==> config.mk <==
export PLATFORM = sky130hd
export DESIGN_NAME = snaptmr_top
export DESIGN_NICKNAME = d
export VERILOG_FILES = /design/src/rtl/snaptmr_pkg.sv /design/src/rtl/snaptmr_chan.sv /design/src/rtl/snaptmr_irq.sv /design/src/rtl/snaptmr_latch.sv /design/src/rtl/snaptmr_top.sv
export SDC_FILE = /design/constraint.sdc
export NUM_CORES = 1
export LEC_CHECK = 0
export ABC_CLOCK_PERIOD_IN_PS = 2900
export BUFFER_PORTS_ARGS = -buffer_cell sky130_fd_sc_hd__clkbuf_2
export CORE_MARGIN = 2
export CORE_UTILIZATION = 30
export DETAILED_ROUTE_END_ITERATION = 8
export SYNTH_ARGS = -nofsm -noshare
export SYNTH_HDL_FRONTEND = slang
export SYNTH_SLANG_ARGS = --single-unit
export TNS_END_PERCENT = 10
==> constraint.sdc <==
create_clock -name clk -period 2.9 [get_ports clk]
set_clock_uncertainty 0.2 [all_clocks]
set_input_delay 0.58 -clock clk [delete_from_list [all_inputs] [get_ports clk]]
set_output_delay 0.58 -clock clk [all_outputs]
set_load 0.01 [all_outputs]
==> src/rtl/snaptmr_pkg.sv <==
package snaptmr_pkg;
   localparam int NCH = 4;
   localparam logic [7:0] A_CTRL  = 8'h00;
   localparam logic [7:0] A_MODE  = 8'h04;
   localparam logic [7:0] A_CNT12 = 8'h08;
   localparam logic [7:0] A_LD12  = 8'h10;
   localparam logic [7:0] A_LD3   = 8'h14;
   localparam logic [7:0] A_LD4   = 8'h18;
   localparam logic [7:0] A_CNT3  = 8'h1C;
   localparam logic [7:0] A_CNT4  = 8'h20;
   localparam logic [7:0] A_CLR0  = 8'h24;

   function automatic logic [7:0] clr_addr(input int ch);
      return A_CLR0 + 8'(4 * ch);
   endfunction
endpackage

==> src/rtl/snaptmr_chan.sv <==
module snaptmr_chan #(
   parameter int W = 16
) (
   input  logic         clk,
   input  logic         rst_n,
   input  logic         run_i,
   input  logic [W-1:0] load_i,
   output logic [W-1:0] cnt_o,
   output logic         wrap_o
);
   logic [W-1:0] cnt_q;

   always_ff @(posedge clk) begin
      if (!rst_n)
         cnt_q <= '0;
      else if (run_i)
         cnt_q <= (cnt_q == '0) ? load_i : cnt_q - 1'b1;
   end

   assign cnt_o  = cnt_q;
   assign wrap_o = run_i && (cnt_q == '0);
endmodule

==> src/rtl/snaptmr_irq.sv <==
module snaptmr_irq #(
   parameter int N = 4
) (
   input  logic         clk,
   input  logic         rst_n,
   input  logic [N-1:0] wrap_i,
   input  logic [N-1:0] ie_i,
   input  logic [N-1:0] clr_i,
   output logic [N-1:0] stat_o,
   output logic         irq_o
);
   logic [N-1:0] stat_q;
   logic         irq_q;

   always_ff @(posedge clk) begin
      if (!rst_n) begin
         stat_q <= '0;
         irq_q  <= 1'b0;
      end else begin
         stat_q <= (stat_q & ~clr_i) | (wrap_i & ie_i);
         irq_q  <= |(stat_q & ie_i);
      end
   end

   assign stat_o = stat_q;
   assign irq_o  = irq_q;
endmodule

==> src/rtl/snaptmr_latch.sv <==
module snaptmr_latch #(
   parameter int DW = 32
) (
   input  logic          clk,
   input  logic          rst_n,
   input  logic          snap_i,
   input  logic          rd12_i,
   input  logic          rd3_i,
   input  logic          rd4_i,
   input  logic [DW-1:0] cnt3_i,
   input  logic [DW-1:0] cnt4_i,
   output logic [DW-1:0] lat3_o,
   output logic [DW-1:0] lat4_o
);
   logic [DW-1:0] lat3_q, lat4_q;

   always_ff @(posedge clk) begin
      if (!rst_n) begin
         lat3_q <= '0;
         lat4_q <= '0;
      end else begin
         if ((snap_i && rd12_i) || (!snap_i && rd3_i)) lat3_q <= cnt3_i;
         if ((snap_i && rd12_i) || (!snap_i && rd4_i)) lat4_q <= cnt4_i;
      end
   end

   assign lat3_o = lat3_q;
   assign lat4_o = lat4_q;
endmodule

==> src/rtl/snaptmr_top.sv <==
module snaptmr_top #(
   parameter int AW  = 8,
   parameter int DW  = 32,
   parameter int W12 = 16,
   parameter int W34 = 32
) (
   input  logic          clk,
   input  logic          rst_n,
   input  logic          bus_wr,
   input  logic          bus_rd,
   input  logic [AW-1:0] bus_addr,
   input  logic [DW-1:0] bus_wdata,
   output logic [DW-1:0] bus_rdata,
   output logic          irq_o
);
   import snaptmr_pkg::*;

   localparam int HALF = DW / 2;

   if (W12 > HALF) begin : g_bad_w12
      $error("W12 must fit in half the data width");
   end
   if (W34 > DW || W34 < 2) begin : g_bad_w34
      $error("W34 must be between 2 and DW");
   end
   if (AW < 6 || DW < 12) begin : g_bad_bus
      $error("bus too narrow for the register map");
   end

   logic [NCH-1:0]         run_q, ie_q, stat_w, wrap_w, clr_w;
   logic [NCH-1:0][DW-1:0] ld_q, cnt_w;
   logic [DW-1:0]          mode_q, lat3_w, lat4_w, ctrl_rd;
   logic                   snap;

   logic wr_ctrl, wr_mode, wr_ld12, wr_ld3, wr_ld4;
   logic rd12, rd3, rd4;

   assign wr_ctrl = bus_wr && (bus_addr == AW'(A_CTRL));
   assign wr_mode = bus_wr && (bus_addr == AW'(A_MODE));
   assign wr_ld12 = bus_wr && (bus_addr == AW'(A_LD12));
   assign wr_ld3  = bus_wr && (bus_addr == AW'(A_LD3));
   assign wr_ld4  = bus_wr && (bus_addr == AW'(A_LD4));
   assign rd12    = bus_rd && (bus_addr == AW'(A_CNT12));
   assign rd3     = bus_rd && (bus_addr == AW'(A_CNT3));
   assign rd4     = bus_rd && (bus_addr == AW'(A_CNT4));
   assign snap    = mode_q[0];

   always_ff @(posedge clk) begin
      if (!rst_n) begin
         run_q  <= '0;
         ie_q   <= '0;
         mode_q <= '0;
         ld_q   <= '0;
      end else begin
         if (wr_ctrl) begin
            run_q <= bus_wdata[NCH-1:0];
            ie_q  <= bus_wdata[2*NCH-1:NCH];
         end
         if (wr_mode) mode_q <= bus_wdata;
         if (wr_ld12) begin
            ld_q[0] <= DW'(bus_wdata[W12-1:0]);
            ld_q[1] <= DW'(bus_wdata[HALF +: W12]);
         end
         if (wr_ld3) ld_q[2] <= DW'(bus_wdata[W34-1:0]);
         if (wr_ld4) ld_q[3] <= DW'(bus_wdata[W34-1:0]);
      end
   end

   for (genvar c = 0; c < NCH; c++) begin : g_ch
      localparam int CW = (c < 2) ? W12 : W34;
      logic [CW-1:0] cnt_c;

      snaptmr_chan #(.W(CW)) chan_i (
         .clk    (clk),
         .rst_n  (rst_n),
         .run_i  (run_q[c]),
         .load_i (ld_q[c][CW-1:0]),
         .cnt_o  (cnt_c),
         .wrap_o (wrap_w[c])
      );

      assign cnt_w[c] = DW'(cnt_c);
      assign clr_w[c] = (wr_ctrl && !bus_wdata[2*NCH + c])
                      || (bus_wr && (bus_addr == AW'(clr_addr(c))));
   end

   snaptmr_irq #(.N(NCH)) irq_i (
      .clk    (clk),
      .rst_n  (rst_n),
      .wrap_i (wrap_w),
      .ie_i   (ie_q),
      .clr_i  (clr_w),
      .stat_o (stat_w),
      .irq_o  (irq_o)
   );

   snaptmr_latch #(.DW(DW)) latch_i (
      .clk    (clk),
      .rst_n  (rst_n),
      .snap_i (snap),
      .rd12_i (rd12),
      .rd3_i  (rd3),
      .rd4_i  (rd4),
      .cnt3_i (cnt_w[2]),
      .cnt4_i (cnt_w[3]),
      .lat3_o (lat3_w),
      .lat4_o (lat4_w)
   );

   always_comb begin
      ctrl_rd = '0;
      ctrl_rd[NCH-1:0]         = run_q;
      ctrl_rd[2*NCH-1:NCH]     = ie_q;
      ctrl_rd[3*NCH-1:2*NCH]   = stat_w;
   end

   always_ff @(posedge clk) begin
      if (!rst_n)
         bus_rdata <= '0;
      else if (bus_rd) begin
         case (bus_addr)
            AW'(A_CTRL):  bus_rdata <= ctrl_rd;
            AW'(A_MODE):  bus_rdata <= mode_q;
            AW'(A_CNT12): bus_rdata <= cnt_w[0] | (cnt_w[1] << HALF);
            AW'(A_LD12):  bus_rdata <= ld_q[0] | (ld_q[1] << HALF);
            AW'(A_LD3):   bus_rdata <= ld_q[2];
            AW'(A_LD4):   bus_rdata <= ld_q[3];
            AW'(A_CNT3):  bus_rdata <= snap ? lat3_w : cnt_w[2];
            AW'(A_CNT4):  bus_rdata <= snap ? lat4_w : cnt_w[3];
            default:      bus_rdata <= '0;
         endcase
      end
   end
endmodule

==> reports/summary.txt <==
Vert. Die Dim: 238 um
Via Count: 16957
Tcrit/Tclk final: 0.953
Critical path arrival: 3.00 ns
First-pass GRT wire length: 100000 um
Min Tclk post-route: 2.77 ns
Pwr per Cell Area: 528 nW/um2
ANT cells: 0
Syn nets: 2142
Clk buf depth: 3
Post-synthesis cell type count: 82
Sink Count: 333
EDFF count, synth: 0
Crit start category: flip-flop
Maximum clock rate: 362 MHz
HP Start: bus_wdata[24]
H-tree lvl count: 2
Hold Slack: 0.145 ns
Reg clk slew, reported paths: 0.06 ns
Data required time of the critical path: 3.14 ns
Final setup viols: 0
Hold buffers post-CTS: 0
Combinational group share of total power: 0.064
Final core occ: 0.359
Layout cells sized above 1: 0.146
Yosys top cell area share: 0.405
GR Util met1: 0.324
Initial Utilization: 0.304
Largest net degree at the start of global routing: 100
Seq/Total Area, Yosys: 0.405
Hold path cells: 3
Final Hold Viols: 0
Final ANT Viol Nets: 0
CTS tree: built
# Post-CTS Setup Buffers: 0
Area delta synth->final: 17.8%
Reg-to-reg endpoint: g_ch[2].chan_i.cnt_o[17]
DIE WIDTH: 238 um
GRT overflow: 0
RSZ-0062 raised after global routing: false
CP peak stage delay: 0.43 ns
Most frequent cell after synthesis: nand2_1
Placed Instances: 2800
Net Switching: 2.52 mW
Worst r2r path cells: 9
Die ar.: 56700 um2
Crit-path max FO: 14
Core area: 54000 um2
Slew HR: 0.116
Nets@finish: 2195
Most frequent CP cell: buf_4
Synthesized cell area: 16400 um2
GR Util met3: 0.0370
Post-DR vias/cell: 5.91
Synth top cells by count: nand2_1 (477), dfxtp_1 (333), a21oi_1 (239)
Num CTS Buffers: 38
Root Buffer: clkbuf_16
CP top delay family: simple AND/OR/NAND/NOR gates
Top post-synthesis cells by area: dfxtp_1 (41%), nand2_1 (11%), a21oi_1 (7.3%)
Main synth FF type: dfxtp_1
Yosys warns: 0
Pre-Repair DR Iteration Count: 6
Setup Crit Path Kind: flip-flop to flip-flop
Peak supply drop: 0.000404 V
Endpoint, Worst Hold: mode_q[24]
Critical-path cell list: inv_1 -> ha_1 -> nor3b_1 -> buf_4 -> and4_1 -> nand4_1 -> buf_4 -> mux2_1 -> a32o_1
Static leakage: 6.42 nW
Fin. max-slew vios: 0
Drt drc: 0
Clk Latency, worst-skew pair: 0.56 ns
Vias in the first global route: 15538
RD Place Congestion: 0.961
I/O Buffers: 76
Maxcap violations: 0
Slowest-stage cell, CP: nor3b_1
Internal cell power: 7.71 mW
Row cnt: 85
DRT Wirelength: 66900 um
Ports: 77
Switching part of the total power: 0.247
Routing usage on met2: 0.354
Sequential Power Share: 0.448
Clock power share: 0.488
Worst-margin pin slew: 1.32 ns
Crit path buf inv count: 3
Tot GR Track Use: 0.230
GRT busiest layer: met2
Layout Cells excl Fill: 2867
Drt wl/cell: 23.3 um
DP Wirelength: 48400 um
Reg-to-Reg Start: g_ch[2].chan_i.cnt_o[0]
Post-Synthesis Cells: 2091
Seq cells post-synth: 333
Post-synthesis async set-or-reset flop share: 0
Min-delay worst type: primary input to flip-flop
Antenna violations before repair: 0
Dominant cell type by area after synthesis: dfxtp_1
Average size of a mapped cell: 7.87 um2
CP endpoint kind: flip-flop
R2R Setup Slk: 0.13 ns
CTS resizes: 0
Run status: finished clean
Initial drt markers: 1687
==> worst max-delay path by stage <==
stage,slack [ns],to,depth (start not counted),from
floorplan,0.15,irq_i.stat_o[1],7,bus_addr[4]
global placement,-0.07,bus_rdata[5],9,bus_addr[2]
detailed placement,-0.07,bus_rdata[5],9,bus_addr[2]
CTS,0.15,g_ch[2].chan_i.cnt_o[17],9,g_ch[2].chan_i.cnt_o[0]
global route,0.07,g_ch[2].chan_i.cnt_o[17],9,g_ch[2].chan_i.cnt_o[0]
finish,0.13,g_ch[2].chan_i.cnt_o[17],9,g_ch[2].chan_i.cnt_o[0]
==> power groups by stage <==
stage                     combinational (mW)  clock, mW  sequential [mW]
final                                  0.650       4.99             4.59
after global routing                   0.676       5.23             4.58
after CTS                              0.633       5.04             4.59
after global placement                 0.625          0             4.69
after detailed placement               0.631          0             4.69
after floorplan                        0.363          0             4.69
==> metrics by stage <==
stage | total power [mW] | setup TNS [ns] | worst slack [ns] | area [um2]
finish | 10.2 | 0 | 0.135 | 19400
global placement | 5.31 | -0.0725 | -0.0725 | 18100
floorplan | 5.05 | 0 | 0.148 | 16400
detailed placement | 5.32 | -0.0668 | -0.0668 | 18100
CTS | 10.3 | 0 | 0.155 | 19400
global route | 10.5 | 0 | 0.0666 | 19400
==> final cells by class <==
class                           count  area, um2
Clock buffer                       53       1130
Clock inverter                     14        151
Fill cell                        5589      34700
Inverter                           20       82.6
Multi-Input combinational cell   1554       9020
Sequential cell                   333       6670
Tap cell                          696        871
Timing Repair Buffer              197       1450
==> registers in the layout (all words and copies together) (netlist names) <==
register / cells
latch_i.lat4_o: 32
bus_rdata: 32
irq_i.irq_o: 1
ie_q: 4
mode_q: 32
latch_i.lat3_o: 32
irq_i.stat_o: 4
run_q: 4
g_ch.chan_i.cnt_o: 96
ld_q: 96
==> worst reg2reg max path, cell delays in order (launching register included) <==
cell     delay (ns)
dfxtp_1        0.37
inv_1          0.10
ha_1           0.18
nor3b_1        0.43
buf_4          0.21
and4_1         0.29
nand4_1        0.15
buf_4          0.22
mux2_1         0.32
a32o_1         0.20
==> routing by layer <==
layer  up-vias  share of wire
met5         -              0
met4         0          0.033
met3       123          0.088
met2       856           0.44
met1      8227           0.44
li1       7751              -
==> cell families (layout without fill, tap and decap cells) <==
kind of cell	Yosys count	count (layout)	share of synthesized area
buf+inv	204	284	0.0501
xor+xnor	1	1	0.000533
compound gates	645	645	0.253
flops	333	333	0.405
simple gates	796	796	0.219
mux	105	105	0.0667
fa+ha+maj	7	7	0.00532
==> layout by cell type (no fill, tap or decap), drive strengths merged, types with 12 or more instances in the layout <==
| master | n |
|---|---|
| o22ai | 22 |
| a22oi | 37 |
| dfxtp | 333 |
| o21ai | 120 |
| clkbuf | 129 |
| nand4 | 25 |
| a221oi | 26 |
| nor2 | 83 |
| nand2 | 477 |
| a21oi | 239 |
| a32o | 24 |
| nor4 | 29 |
| inv | 24 |
| mux2 | 37 |
| nand3 | 33 |
| a31oi | 23 |
| a22o | 32 |
| nor3 | 44 |
| o221ai | 12 |
| o31ai | 12 |
| mux2i | 68 |
| or4 | 16 |
| a222oi | 14 |
| or3 | 24 |
| buf | 121 |
Power figures use the tool's default switching activity.
